==> config.mk <==
export PLATFORM = sky130hd
export DESIGN_NAME = itest_mux_bank
export DESIGN_NICKNAME = d
export VERILOG_FILES = /design/src/rtl/itest_mux_pkg.sv /design/src/rtl/itest_mux_sel.sv /design/src/rtl/itest_mux_regs.sv /design/src/rtl/itest_mux_rdata.sv /design/src/rtl/itest_mux_bank.sv
export SDC_FILE = /design/constraint.sdc
export NUM_CORES = 1
export LEC_CHECK = 0
export ABC_AREA = 1
export BUFFER_PORTS_ARGS = -buffer_cell sky130_fd_sc_hd__buf_2
export CORE_MARGIN = 10
export CORE_UTILIZATION = 48
export DETAILED_ROUTE_END_ITERATION = 7
export PLACE_DENSITY_LB_ADDON = 0.2
export SETUP_SLACK_MARGIN = 0.3
export SLEW_MARGIN = 20
export SYNTH_ARGS = -nofsm -noshare
export SYNTH_HDL_FRONTEND = slang
export SYNTH_SLANG_ARGS = --single-unit
==> constraint.sdc <==
create_clock -name pclk -period 4.6 [get_ports pclk]
set_input_delay 0.92 -clock pclk [delete_from_list [all_inputs] [get_ports pclk]]
set_output_delay 0.92 -clock pclk [all_outputs]
set_load 0.01 [all_outputs]
==> src/rtl/itest_mux_pkg.sv <==
package itest_mux_pkg;

    // Register offsets (byte addresses within the block window)
    localparam int unsigned OFF_CTRL = 32'h180;
    localparam int unsigned OFF_INP  = 32'h184;
    localparam int unsigned OFF_OUTA = 32'h188;
    localparam int unsigned OFF_OUTB = 32'h18C;

    // Mode state machine
    typedef enum logic {
        MODE_FUNC  = 1'b0,
        MODE_ITEST = 1'b1
    } itm_mode_e;

endpackage

==> src/rtl/itest_mux_sel.sv <==
// Bank of 2:1 selectors: functional source or register-held test value.
module itest_mux_sel #(
    parameter int W = 1
) (
    input  logic         use_test,
    input  logic [W-1:0] fn_val,
    input  logic [W-1:0] tst_val,
    output logic [W-1:0] y
);

    for (genvar i = 0; i < W; i++) begin : g_bit
        assign y[i] = use_test ? tst_val[i] : fn_val[i];
    end

endmodule

==> src/rtl/itest_mux_regs.sv <==
// Mode state machine and stored test values.
module itest_mux_regs
    import itest_mux_pkg::*;
#(
    parameter int ADDR_W  = 12,
    parameter int NUM_A   = 29,
    parameter int NUM_B   = 13,
    parameter int NUM_CLR = 2
) (
    input  logic              clk,
    input  logic              rst_n,
    input  logic              wr_stb,
    input  logic [ADDR_W-1:0] waddr,
    input  logic [31:0]       wdata,
    output logic              test_en,
    output logic [31:0]       st_clr,
    output logic [31:0]       st_a,
    output logic [31:0]       st_b
);

    // Writable field masks; bank A carries the pin output bit at NUM_A
    localparam logic [31:0] MASK_CLR = (32'd1 << NUM_CLR) - 32'd1;
    localparam logic [31:0] MASK_A   = (32'd1 << (NUM_A + 1)) - 32'd1;
    localparam logic [31:0] MASK_B   = (32'd1 << NUM_B) - 32'd1;

    logic hit_ctrl, hit_inp, hit_outa, hit_outb;
    itm_mode_e state_q, state_d;

    assign hit_ctrl = wr_stb && (waddr == ADDR_W'(OFF_CTRL));
    assign hit_inp  = wr_stb && (waddr == ADDR_W'(OFF_INP));
    assign hit_outa = wr_stb && (waddr == ADDR_W'(OFF_OUTA));
    assign hit_outb = wr_stb && (waddr == ADDR_W'(OFF_OUTB));

    // State register
    always_ff @(posedge clk or negedge rst_n) begin
        if (!rst_n) begin
            state_q <= MODE_FUNC;
        end else begin
            state_q <= state_d;
        end
    end

    // Next state: ENTER / LEAVE on control writes
    always_comb begin
        state_d = state_q;
        if (hit_ctrl) begin
            unique case (state_q)
                MODE_FUNC:  if (wdata[0])  state_d = MODE_ITEST;
                MODE_ITEST: if (!wdata[0]) state_d = MODE_FUNC;
            endcase
        end
    end

    // Outputs of the machine
    always_comb begin
        test_en = (state_q == MODE_ITEST);
    end

    // Stored test values, reserved bits masked off at write
    always_ff @(posedge clk or negedge rst_n) begin
        if (!rst_n) begin
            st_clr <= '0;
            st_a   <= '0;
            st_b   <= '0;
        end else begin
            if (hit_inp)  st_clr <= wdata & MASK_CLR;
            if (hit_outa) st_a   <= wdata & MASK_A;
            if (hit_outb) st_b   <= wdata & MASK_B;
        end
    end

endmodule

==> src/rtl/itest_mux_rdata.sv <==
// Read-back selection; each signal class has its own source.
module itest_mux_rdata
    import itest_mux_pkg::*;
#(
    parameter int ADDR_W  = 12,
    parameter int NUM_A   = 29,
    parameter int NUM_B   = 13,
    parameter int NUM_CLR = 2
) (
    input  logic               sel,
    input  logic [ADDR_W-1:0]  addr,
    input  logic               test_en,
    input  logic [31:0]        st_clr,
    input  logic [31:0]        st_a,
    input  logic [31:0]        st_b,
    input  logic               pin_in,
    input  logic [NUM_CLR-1:0] clr_live,
    input  logic [NUM_A-1:0]   a_live,
    input  logic [NUM_B-1:0]   b_live,
    output logic [31:0]        rdata
);

    localparam logic [31:0] LOW_CLR = (32'd1 << NUM_CLR) - 32'd1;
    localparam logic [31:0] LOW_A   = (32'd1 << NUM_A) - 32'd1;
    localparam logic [31:0] LOW_B   = (32'd1 << NUM_B) - 32'd1;

    logic [31:0] v_ctrl, v_inp, v_outa, v_outb;

    assign v_ctrl = {31'd0, test_en};
    assign v_inp  = (st_clr & ~LOW_CLR)
                  | (32'(pin_in) << NUM_CLR)
                  | {{(32-NUM_CLR){1'b0}}, clr_live};
    assign v_outa = (st_a & ~LOW_A) | {{(32-NUM_A){1'b0}}, a_live};
    assign v_outb = (st_b & ~LOW_B) | {{(32-NUM_B){1'b0}}, b_live};

    always_comb begin
        rdata = '0;
        if (sel) begin
            if (addr == ADDR_W'(OFF_CTRL))      rdata = v_ctrl;
            else if (addr == ADDR_W'(OFF_INP))  rdata = v_inp;
            else if (addr == ADDR_W'(OFF_OUTA)) rdata = v_outa;
            else if (addr == ADDR_W'(OFF_OUTB)) rdata = v_outb;
        end
    end

endmodule

==> src/rtl/itest_mux_bank.sv <==
module itest_mux_bank #(
    parameter int ADDR_W  = 12,
    parameter int NUM_A   = 29,
    parameter int NUM_B   = 13,
    parameter int NUM_CLR = 2
) (
    input  logic               pclk,
    input  logic               presetn,
    input  logic               psel,
    input  logic               penable,
    input  logic               pwrite,
    input  logic [ADDR_W-1:0]  paddr,
    input  logic [31:0]        pwdata,
    output logic [31:0]        prdata,
    input  logic               func_sdata_out,
    output logic               pin_sdata_out,
    input  logic               pin_sdata_in,
    input  logic [NUM_A-1:0]   core_sig_a,
    output logic [NUM_A-1:0]   sys_sig_a,
    input  logic [NUM_B-1:0]   core_sig_b,
    output logic [NUM_B-1:0]   sys_sig_b,
    input  logic [NUM_CLR-1:0] sys_dma_clr,
    output logic [NUM_CLR-1:0] core_dma_clr
);

    logic        wr_stb;
    logic        test_en;
    logic [31:0] st_clr, st_a, st_b;

    assign wr_stb = psel && penable && pwrite;

    itest_mux_regs #(
        .ADDR_W(ADDR_W), .NUM_A(NUM_A), .NUM_B(NUM_B), .NUM_CLR(NUM_CLR)
    ) u_regs (
        .clk     (pclk),
        .rst_n   (presetn),
        .wr_stb  (wr_stb),
        .waddr   (paddr),
        .wdata   (pwdata),
        .test_en (test_en),
        .st_clr  (st_clr),
        .st_a    (st_a),
        .st_b    (st_b)
    );

    itest_mux_sel #(.W(NUM_A)) u_sel_a (
        .use_test (test_en),
        .fn_val   (core_sig_a),
        .tst_val  (st_a[NUM_A-1:0]),
        .y        (sys_sig_a)
    );

    itest_mux_sel #(.W(NUM_B)) u_sel_b (
        .use_test (test_en),
        .fn_val   (core_sig_b),
        .tst_val  (st_b[NUM_B-1:0]),
        .y        (sys_sig_b)
    );

    itest_mux_sel #(.W(NUM_CLR)) u_sel_clr (
        .use_test (test_en),
        .fn_val   (sys_dma_clr),
        .tst_val  (st_clr[NUM_CLR-1:0]),
        .y        (core_dma_clr)
    );

    itest_mux_sel #(.W(1)) u_sel_sdo (
        .use_test (test_en),
        .fn_val   (func_sdata_out),
        .tst_val  (st_a[NUM_A]),
        .y        (pin_sdata_out)
    );

    itest_mux_rdata #(
        .ADDR_W(ADDR_W), .NUM_A(NUM_A), .NUM_B(NUM_B), .NUM_CLR(NUM_CLR)
    ) u_rdata (
        .sel      (psel),
        .addr     (paddr),
        .test_en  (test_en),
        .st_clr   (st_clr),
        .st_a     (st_a),
        .st_b     (st_b),
        .pin_in   (pin_sdata_in),
        .clr_live (core_dma_clr),
        .a_live   (sys_sig_a),
        .b_live   (sys_sig_b),
        .rdata    (prdata)
    );

endmodule

---- Yosys cells after proc, flatten, opt, wreduce, memory -nomap -nowiden ----
Index checks and enable logic that the tools add are counted.
word-level totals
  output and inout bits ................... 77
  logic and storage cells ................. 67
  input port bits ......................... 95
  register bits ........................... 46
operators by class
  bitwise operators ....................... 2
  multiplexer cells ....................... 51
  equality and inequality tests ........... 4
  reduce and logical (&&, ||, !) cells .... 6
operators by type and width
  operator                                               number
  2-to-1 mux 32 bit                                      4
  equality test 12 x 9 -> 1 bit (second input constant)  4
  2-to-1 mux 1 bit                                       46
  bitwise OR 30 x 29 -> 30 bit                           1
  2-to-1 mux 13 bit                                      1
  logical AND 1 bit                                      6
  bitwise OR 3 x 2 -> 3 bit                              1

---- Longest topological paths before layout ----
Gate-level depths: netlist of the first run.
  depth after elaboration ................. 6
  mapped depth ............................ 10
  mapped depth without buffers ............ 9

---- Modules after synthesis ----
Synthesis of the first run repeated with hierarchy kept, for this count alone.
second synthesis, totals
  cells, all modules ...................... 692
  area total of the unflattened synthesis .. 4,136.5 sq um
modules (own cells, without submodules)
  module                      cells each  area each (sq um)  seq. area each (sq um)  times used
  itest_mux_regs              272         2,308.5            1,151.1                 1
  itest_mux_rdata             270         1,226.2            0.0                     1
  itest_mux_sel at u_sel_a    94          377.9              0.0                     1
  itest_mux_sel at u_sel_b    42          168.9              0.0                     1
  itest_mux_sel at u_sel_clr  7           26.3               0.0                     1
  itest_mux_sel at u_sel_sdo  4           15.0               0.0                     1
  itest_mux_bank              3           13.8               0.0                     1

---- Worst setup path before layout of the first run ----
Ideal clock, no wire load.
  path kind ............................... input to output
  from .................................... input port paddr[0]
  to ...................................... output port prdata[10]
  data required time ...................... 3.680 ns
  setup slack ............................. 1.725 ns
  path buffers ............................ 2
  arrival time ............................ 1.955 ns
  stages on the path ...................... 9
  cell sequence ........................... inv_1 > nand2_1 > nor2_4 > nand2_2 > nor3_4 > buf_6 > buf_6 > nand2_1 > a21oi_1
between the ends
  cells in the longest elaborated chain, start to end .. 6
  elaborated cells between the ends (all ways) .. 9
  classes of those cells .................. 4 x eq/ne; 5 x mux
RTL lines
  element                        RTL line               RTL
  from (decl)                    itest_mux_bank.sv:12   input logic [ADDR_W-1:0] paddr,
  equality test 12 x 9 -> 1 bit  itest_mux_rdata.sv:42  else if (addr == ADDR_W'(OFF_OUTB)) rdata = v_outb;
  2-to-1 mux 13 bit              itest_mux_rdata.sv:42
  2-to-1 mux 32 bit              itest_mux_rdata.sv:41  else if (addr == ADDR_W'(OFF_OUTA)) rdata = v_outa;
  2-to-1 mux 32 bit              itest_mux_rdata.sv:40  else if (addr == ADDR_W'(OFF_INP)) rdata = v_inp;
  2-to-1 mux 32 bit *            itest_mux_rdata.sv:39  if (addr == ADDR_W'(OFF_CTRL)) rdata = v_ctrl;
  2-to-1 mux 32 bit *            itest_mux_rdata.sv:38  if (sel) begin
  to (decl)                      itest_mux_bank.sv:14   output logic [31:0] prdata,
Mark *: on every way between the ends. The rest lies on a longest branch, timed or not.

---- Worst setup path in the final report of the first run ----
Ends and elaborated chain as after synthesis.

==> results of run 1 <==
[cell families after synthesis]
| family | count (synthesis) | share of synthesized area |
|---|---|---|
| muxes | 10 | 0.0379 |
| other | 1 | 0.00126 |
| AOI/OAI and AO/OA | 78 | 0.133 |
| buffers and inverters | 104 | 0.152 |
| and+or+nand+nor | 192 | 0.288 |
| DFF | 46 | 0.388 |
[area by class of cell]
| type | count | area [µm²] |
|---|---|---|
| Clock inverter | 3 | 40.0 |
| Timing Repair Buffer | 171 | 868 |
| Clock buffer | 5 | 68.8 |
| Multi-Input combinational cell | 282 | 1370 |
| Inverter | 76 | 285 |
| Fill cell | 599 | 2080 |
| Sequential cell | 46 | 1150 |
| Tap cell | 75 | 93.8 |
[worst register-to-register path: stages (launching register included)]
cell	delay [ns]
dfrtp_2	0.87
nand2_1	0.10
o21ai_0	0.09
[power breakdown]
| part | switching (µW) | internal, µW | total [µW] | leakage (µW) |
|---|---|---|---|---|
| sequential | 0.412 | 404 | 405 | 0.000636 |
| clock | 135 | 160 | 295 | 0.0000579 |
| combinational | 71.3 | 54.0 | 125 | 0.00161 |
[routing by layer]
layer | GRT usage | vias to the layer above
li1 | - | 1642
met1 | 0.224 | 1467
met2 | 0.333 | 119
met3 | 0.0642 | 9
met4 | 0.0320 | 0
met5 | 0 | -
[metrics by stage]
step / cells / util
floorplan: 432 / -
global placement: 650 / 0.633
detailed placement: 650 / 0.633
CTS: 658 / 0.651
global route: 658 / 0.651
finish: 658 / 0.651
[final timing paths]
check / start / endpoint / slack [ns] / depth (start not counted)
min in group asynchronous: presetn / u_regs.st_a[7] / 0.62 / 1
setup / recovery: paddr[0] / prdata[10] / 0.85 / 10
hold / removal: u_regs.st_a[20] / u_regs.st_a[20] / 0.48 / 2
max in group asynchronous: presetn / u_regs.test_en / 3.55 / 1
setup reg to reg: u_regs.test_en / u_regs.test_en / 3.46 / 2
hold reg to reg: u_regs.st_a[20] / u_regs.st_a[20] / 0.48 / 2
[synthesized netlist by cell type, drive strengths merged]
library cell,count,share of area
nand4,13,0.027
nand3b,1,0.0025
inv,76,0.096
conb,1,0.0013
mux2,10,0.038
nor2,31,0.050
clkbuf,7,0.0093
nand2,120,0.16
dfrtp,46,0.39
o21a,1,0.0025
o21ai,64,0.11
o211ai,1,0.0025
nor3,3,0.0089
a21oi,12,0.020
buf,21,0.047
nand3,24,0.042
[state kept, by name (all words and copies together) (netlist names)]
signal          cells
u_regs.st_b        13
u_regs.test_en      1
u_regs.st_a        30
u_regs.st_clr       2
==> metrics, run 1 <==
Hold Crit Class reg -> reg; minimum clock period 3.75 ns; Antenna Nets Post-Route 0; Total Neg Setup Slack 0 ns; DP HPWL 7390 µm; CP Class in -> out; Syn Area/Cell 6.89 µm²; post-synth cell types 27; total power 825 µW; die height 98.7 µm; Startpoint Class input port; Root Buffer clkbuf_8; Slew Limit Fails 0; core area 5960 µm²; period utilisation layout 0.814; Req. time, crit path 3.68 ns; RSZ-0062 raised after global routing no; Place WS 0.883 ns; PostCTS Resize Cnt 0; first-pass GRT wire length 15,700 µm; Max-Cap Viols 0; NumNets Final 677; met3 WL 806 µm; WP data arrival 2.83 ns; DRC Markers 0; max_slew headroom 0.383; DR WL/cell 14.6 µm; Worst-path clk slew 0.08 ns; worst-path fanout max 14; Num CTS Buffers 5; Area Growth Syn to Fin 30.6%; #FFs+latches synth 46; most frequent cells in the layout buf_2, nand2_1, inv_1, o21ai_0, dfrtp_1; layout cells sized above 1 0.357; # Post-CTS Setup Buffers 0; fmax 0.267 GHz; Total GRT Usage 0.191; Worst Max-Slew Pin Slew 0.923 ns; Inserted Diodes 0; Longest Clk Path Bufs 2; slowest stage delay, CP 0.49 ns; PwrDens 213 nW/µm²; Peak VDD IR 0.118 mV; I/O Buffers 167; initial antenna violation count 0; WL met2 4840 µm; worst path cell trace buf_2 -> inv_1 -> nand2_1 -> nor2_4 -> nand2_2 -> nor3_4 -> buf_4 -> nand2_1 -> a21oi_1 -> buf_2; DIE AREA 9730 µm²; routability congestion estimate 0.865; worst setup margin 0.854 ns; initial DRC count 142; family with the most delay on the worst path simple AND/OR/NAND/NOR gates; die width 98.7 µm; cell area after synthesis 2970 µm²; # hold bufs at CTS 0; CP Buf/Inv Count 4; Via Count 3,237; H-tree lvl count 2; commonest non-fill, non-tap cell in the layout buf_2; Final Hold Fails 0; Post-Route WL 9630 µm; final setup violation count 0; Synth warnings 0; Clock Sinks 46; TritonCTS clock tree built; hold slack 0.477 ns; Vias/cell 4.92; status finished, final reports clean; gr ovfl total 0; vias in the first global route 3,259; Post-DP Area 3770 µm²; Initial Util 0.499; Critical Path Sink Type primary output; top sig layer met4; sequential share of the synthesized area 0.388; Leak 0.00230 µW; finished layout cell area 3880 µm²; Ports 172; worst skew pair latency 0.29 ns; Cell Rows 28; TritonRoute pass-1 iters 4; Clock Skew 0 ns; largest net degree at the start of global routing 48; Met1 Wirelength 3910 µm; Syn Inst Count 431; Slowest cell on crit path nor3_4
No activity file was read; power rests on OpenSTA's default activity.
==> run 2: changes to the inputs <==
--- a/config.mk
+++ b/config.mk
@@ -5,10 +5,10 @@
 export SDC_FILE = /design/constraint.sdc
 export NUM_CORES = 1
 export LEC_CHECK = 0
-export ABC_AREA = 1
+export ABC_AREA = 0
 export BUFFER_PORTS_ARGS = -buffer_cell sky130_fd_sc_hd__buf_2
 export CORE_MARGIN = 10
-export CORE_UTILIZATION = 48
+export CORE_UTILIZATION = 40
 export DETAILED_ROUTE_END_ITERATION = 7
 export PLACE_DENSITY_LB_ADDON = 0.2
 export SETUP_SLACK_MARGIN = 0.3
==> constraint.sdc (replaced) <==
create_clock -name pclk -period 3.22 [get_ports pclk]
set_input_delay 0.644 -clock pclk [delete_from_list [all_inputs] [get_ports pclk]]
set_output_delay 0.644 -clock pclk [all_outputs]
set_load 0.01 [all_outputs]
==> run 2 against run 1 <==
Global-route usage shrank 3.6 points; cell area increased by 0.55%; power is 44% higher; sequential power up 43%; cell count fell by 24%; clock skew did not move; sequential share of layout area fell by 0.098 points; worst hold slack got worse by 0.0096 ns; count of clock-buffer cells in the layout is 1 higher; critical path depth is 5 lower; critical path type unchanged; critical endpoint is now prdata[0]; largest cell class unchanged.
==> metrics, run 2 <==
# hold bufs at CTS 0 (unchanged); Root Buffer clkbuf_8; Slowest cell on crit path buf_2; Max-Cap Viols 0 (unchanged); Longest Clk Path Bufs 2 (unchanged); Clock Skew 0 ns (unchanged); Req. time, crit path 2.58 ns (-1.10 ns); layout cells sized above 1 0.686 (+0.329); status finished, final reports clean; initial DRC count 68 (-52%); largest net degree at the start of global routing 41 (-15%); NumNets Final 498 (-26%); max reg flops 30 (unchanged); hold slack 0.467 ns (-0.00955 ns); Clock Sinks 46 (unchanged); Leak 0.00204 µW (-11%); Startpoint Class input port; Synth async-reset ratio 1.00 (unchanged); Via Count 2,419 (-25%); Antenna Nets Post-Route 0 (unchanged); Largest regs u_regs.st_a: 30 flops, u_regs.st_b: 13 flops, u_regs.st_clr: 2 flops; routability congestion estimate 0.817 (-5.7%); Area Growth Syn to Fin 37.1%; post-synth cell types 32 (+19%); die width 104 µm (+5.8%); WP data arrival 1.99 ns (-0.84 ns); slowest stage delay, CP 0.36 ns (-0.13 ns); fmax 0.380 GHz; cell area after synthesis 2850 µm² (-4.2%); Hold Crit Class in -> async; Final Hold Fails 0 (unchanged); #FFs+latches synth 46 (unchanged); Worst-path clk slew 0.08 ns (about the same); Post-Route WL 8710 µm (-9.5%); Slew Limit Fails 0 (unchanged); post-synth top area share 0.405 (+0.0169); DIE AREA 10,900 µm² (+12%); TritonCTS clock tree built; max_slew headroom 0.409 (+0.0264); Syn Area/Cell 12.1 µm² (+76%); Synth area leaders dfrtp_1, mux2_2, mux2_4, nor2b_1, nor2_1; Peak VDD IR 0.140 mV (+18%); initial antenna violation count 0 (unchanged); Synth top cells by count mux2_2, dfrtp_1, nor2_1; I/O Buffers 167 (unchanged); period utilisation layout 0.818; final setup violation count 0 (unchanged); first-pass GRT wire length 14,000 µm (-11%); Vias/cell 4.84 (-1.7%); worst path cell trace buf_2 -> inv_1 -> mux2i_1 -> a211oi_1 -> buf_2; number of synthesized flops with an enable pin 0 (unchanged); Critical Path Sink Type primary output; minimum clock period 2.63 ns; CP most frequent cell buf_2; RSZ-0062 raised after global routing no; gr ovfl total 0 (unchanged); vias in the first global route 2,658 (-18%); most frequent cells in the layout buf_2, mux2_2, dfrtp_1, nor2_1, mux2_4; core area 6870 µm² (+15%); largest register by flop count u_regs.st_a; die height 104 µm (+5.8%); sequential share of the synthesized area 0.405 (+0.0169); Num CTS Buffers 5 (unchanged); post-synth top area cell dfrtp_1; Syn Inst Count 235 (-45%); Initial Util 0.414 (-0.0843); most frequent cell after synthesis mux2_2; CP Buf/Inv Count 3 (-1); CP Class in -> out; PwrDens 304 nW/µm² (+43%); Inserted Diodes 0 (unchanged); family with the most delay on the worst path buffers and inverters; Worst Max-Slew Pin Slew 0.886 ns (-0.0367 ns); Total Neg Setup Slack 0 ns (unchanged); worst skew pair latency 0.29 ns (about the same); Synth warnings 0 (unchanged); H-tree lvl count 2 (unchanged); DR WL/cell 17.4 µm (+19%); total power 1190 µW (+44%); commonest non-fill, non-tap cell in the layout buf_2; Total GRT Usage 0.155 (-0.0358); worst-path fanout max 21 (+7); DP HPWL 7010 µm (-5.2%); top_reg_cell synth dfrtp_1; Cell Rows 30 (+7.1%); TritonRoute pass-1 iters 4 (unchanged); Ports 172 (unchanged); DRC Markers 0 (unchanged)
## run 2: cell count changes in the layout (fill, tap and decap cells not counted), sizes merged, moves of 10 or more
cell,previous run,this run
nand3,24,3
nor2b,0,17
nand2,120,3
mux2,10,91
o21ai,64,0
a21oi,12,2
inv,76,2
## run 2: timing repair
action	CTS	global route
resized for setup	0	1
gates cloned	0	0
setup buffers	1	0
pin swaps	1	0
endpoints found under the setup margin	10	11
## run 2: through the flow
step	cells	util	setup WS (ns)	instance area, µm²
after floorplan	236	-	0.660	2850
after global placement	491	0.550	0.351	3780
after detailed placement	491	0.550	0.255	3780
after CTS	500	0.567	0.334	3900
after global routing	500	0.568	0.440	3900
final	500	0.568	0.586	3900
## run 2: area by class of cell
class / instances / area, µm²
inverters: 2 / 7.51
fillers: 644 / 2970
flip-flops and latches: 46 / 1150
repair buffers: 176 / 916
well taps: 96 / 120
multi-input cells: 172 / 1590
clock buffers: 6 / 72.6
clock inverters: 2 / 37.5
## run 2: cell families (layout without fill, tap and decap cells)
| logic type | Yosys count | after routing | synth area share |
|---|---|---|---|
| and+or+nand+nor | 72 | 72 | 0.153 |
| DFF | 46 | 46 | 0.405 |
| buffers and inverters | 18 | 186 | 0.0374 |
| other | 1 | 2 | 0.00132 |
| muxes | 92 | 92 | 0.390 |
| AOI/OAI and AO/OA | 6 | 6 | 0.0136 |
## run 2: where the power goes
part           internal [µW]  leakage (µW)  total (µW)  switching, µW
Sequential               578      0.000641         578          0.610
Clock                    232     0.0000514         422            190
Combinational           95.4       0.00135         187           91.5
Total                    905       0.00204        1190            282
## run 2: path summary, 6_finish.rpt
kind / to / slack (ns) / depth (start not counted) / start
max: prdata[0] / 0.59 / 5 / paddr[2]
min: u_regs.st_a[26] / 0.47 / 1 / presetn
max reg2reg: u_regs.test_en / 2.08 / 1 / u_regs.test_en
min reg2reg: u_regs.st_a[11] / 0.51 / 1 / u_regs.st_a[11]
max in group asynchronous: u_regs.test_en / 2.10 / 1 / presetn
min in group pclk: u_regs.st_a[11] / 0.51 / 1 / u_regs.st_a[11]
## run 2: routing by layer
layer | GRT usage | vias up | wire length, µm
li1 | - | 1174 | -
met1 | 0.171 | 1166 | 3500
met2 | 0.283 | 73 | 4660
met3 | 0.0428 | 6 | 466
met4 | 0.0388 | 0 | 89
met5 | 0 | - | 0
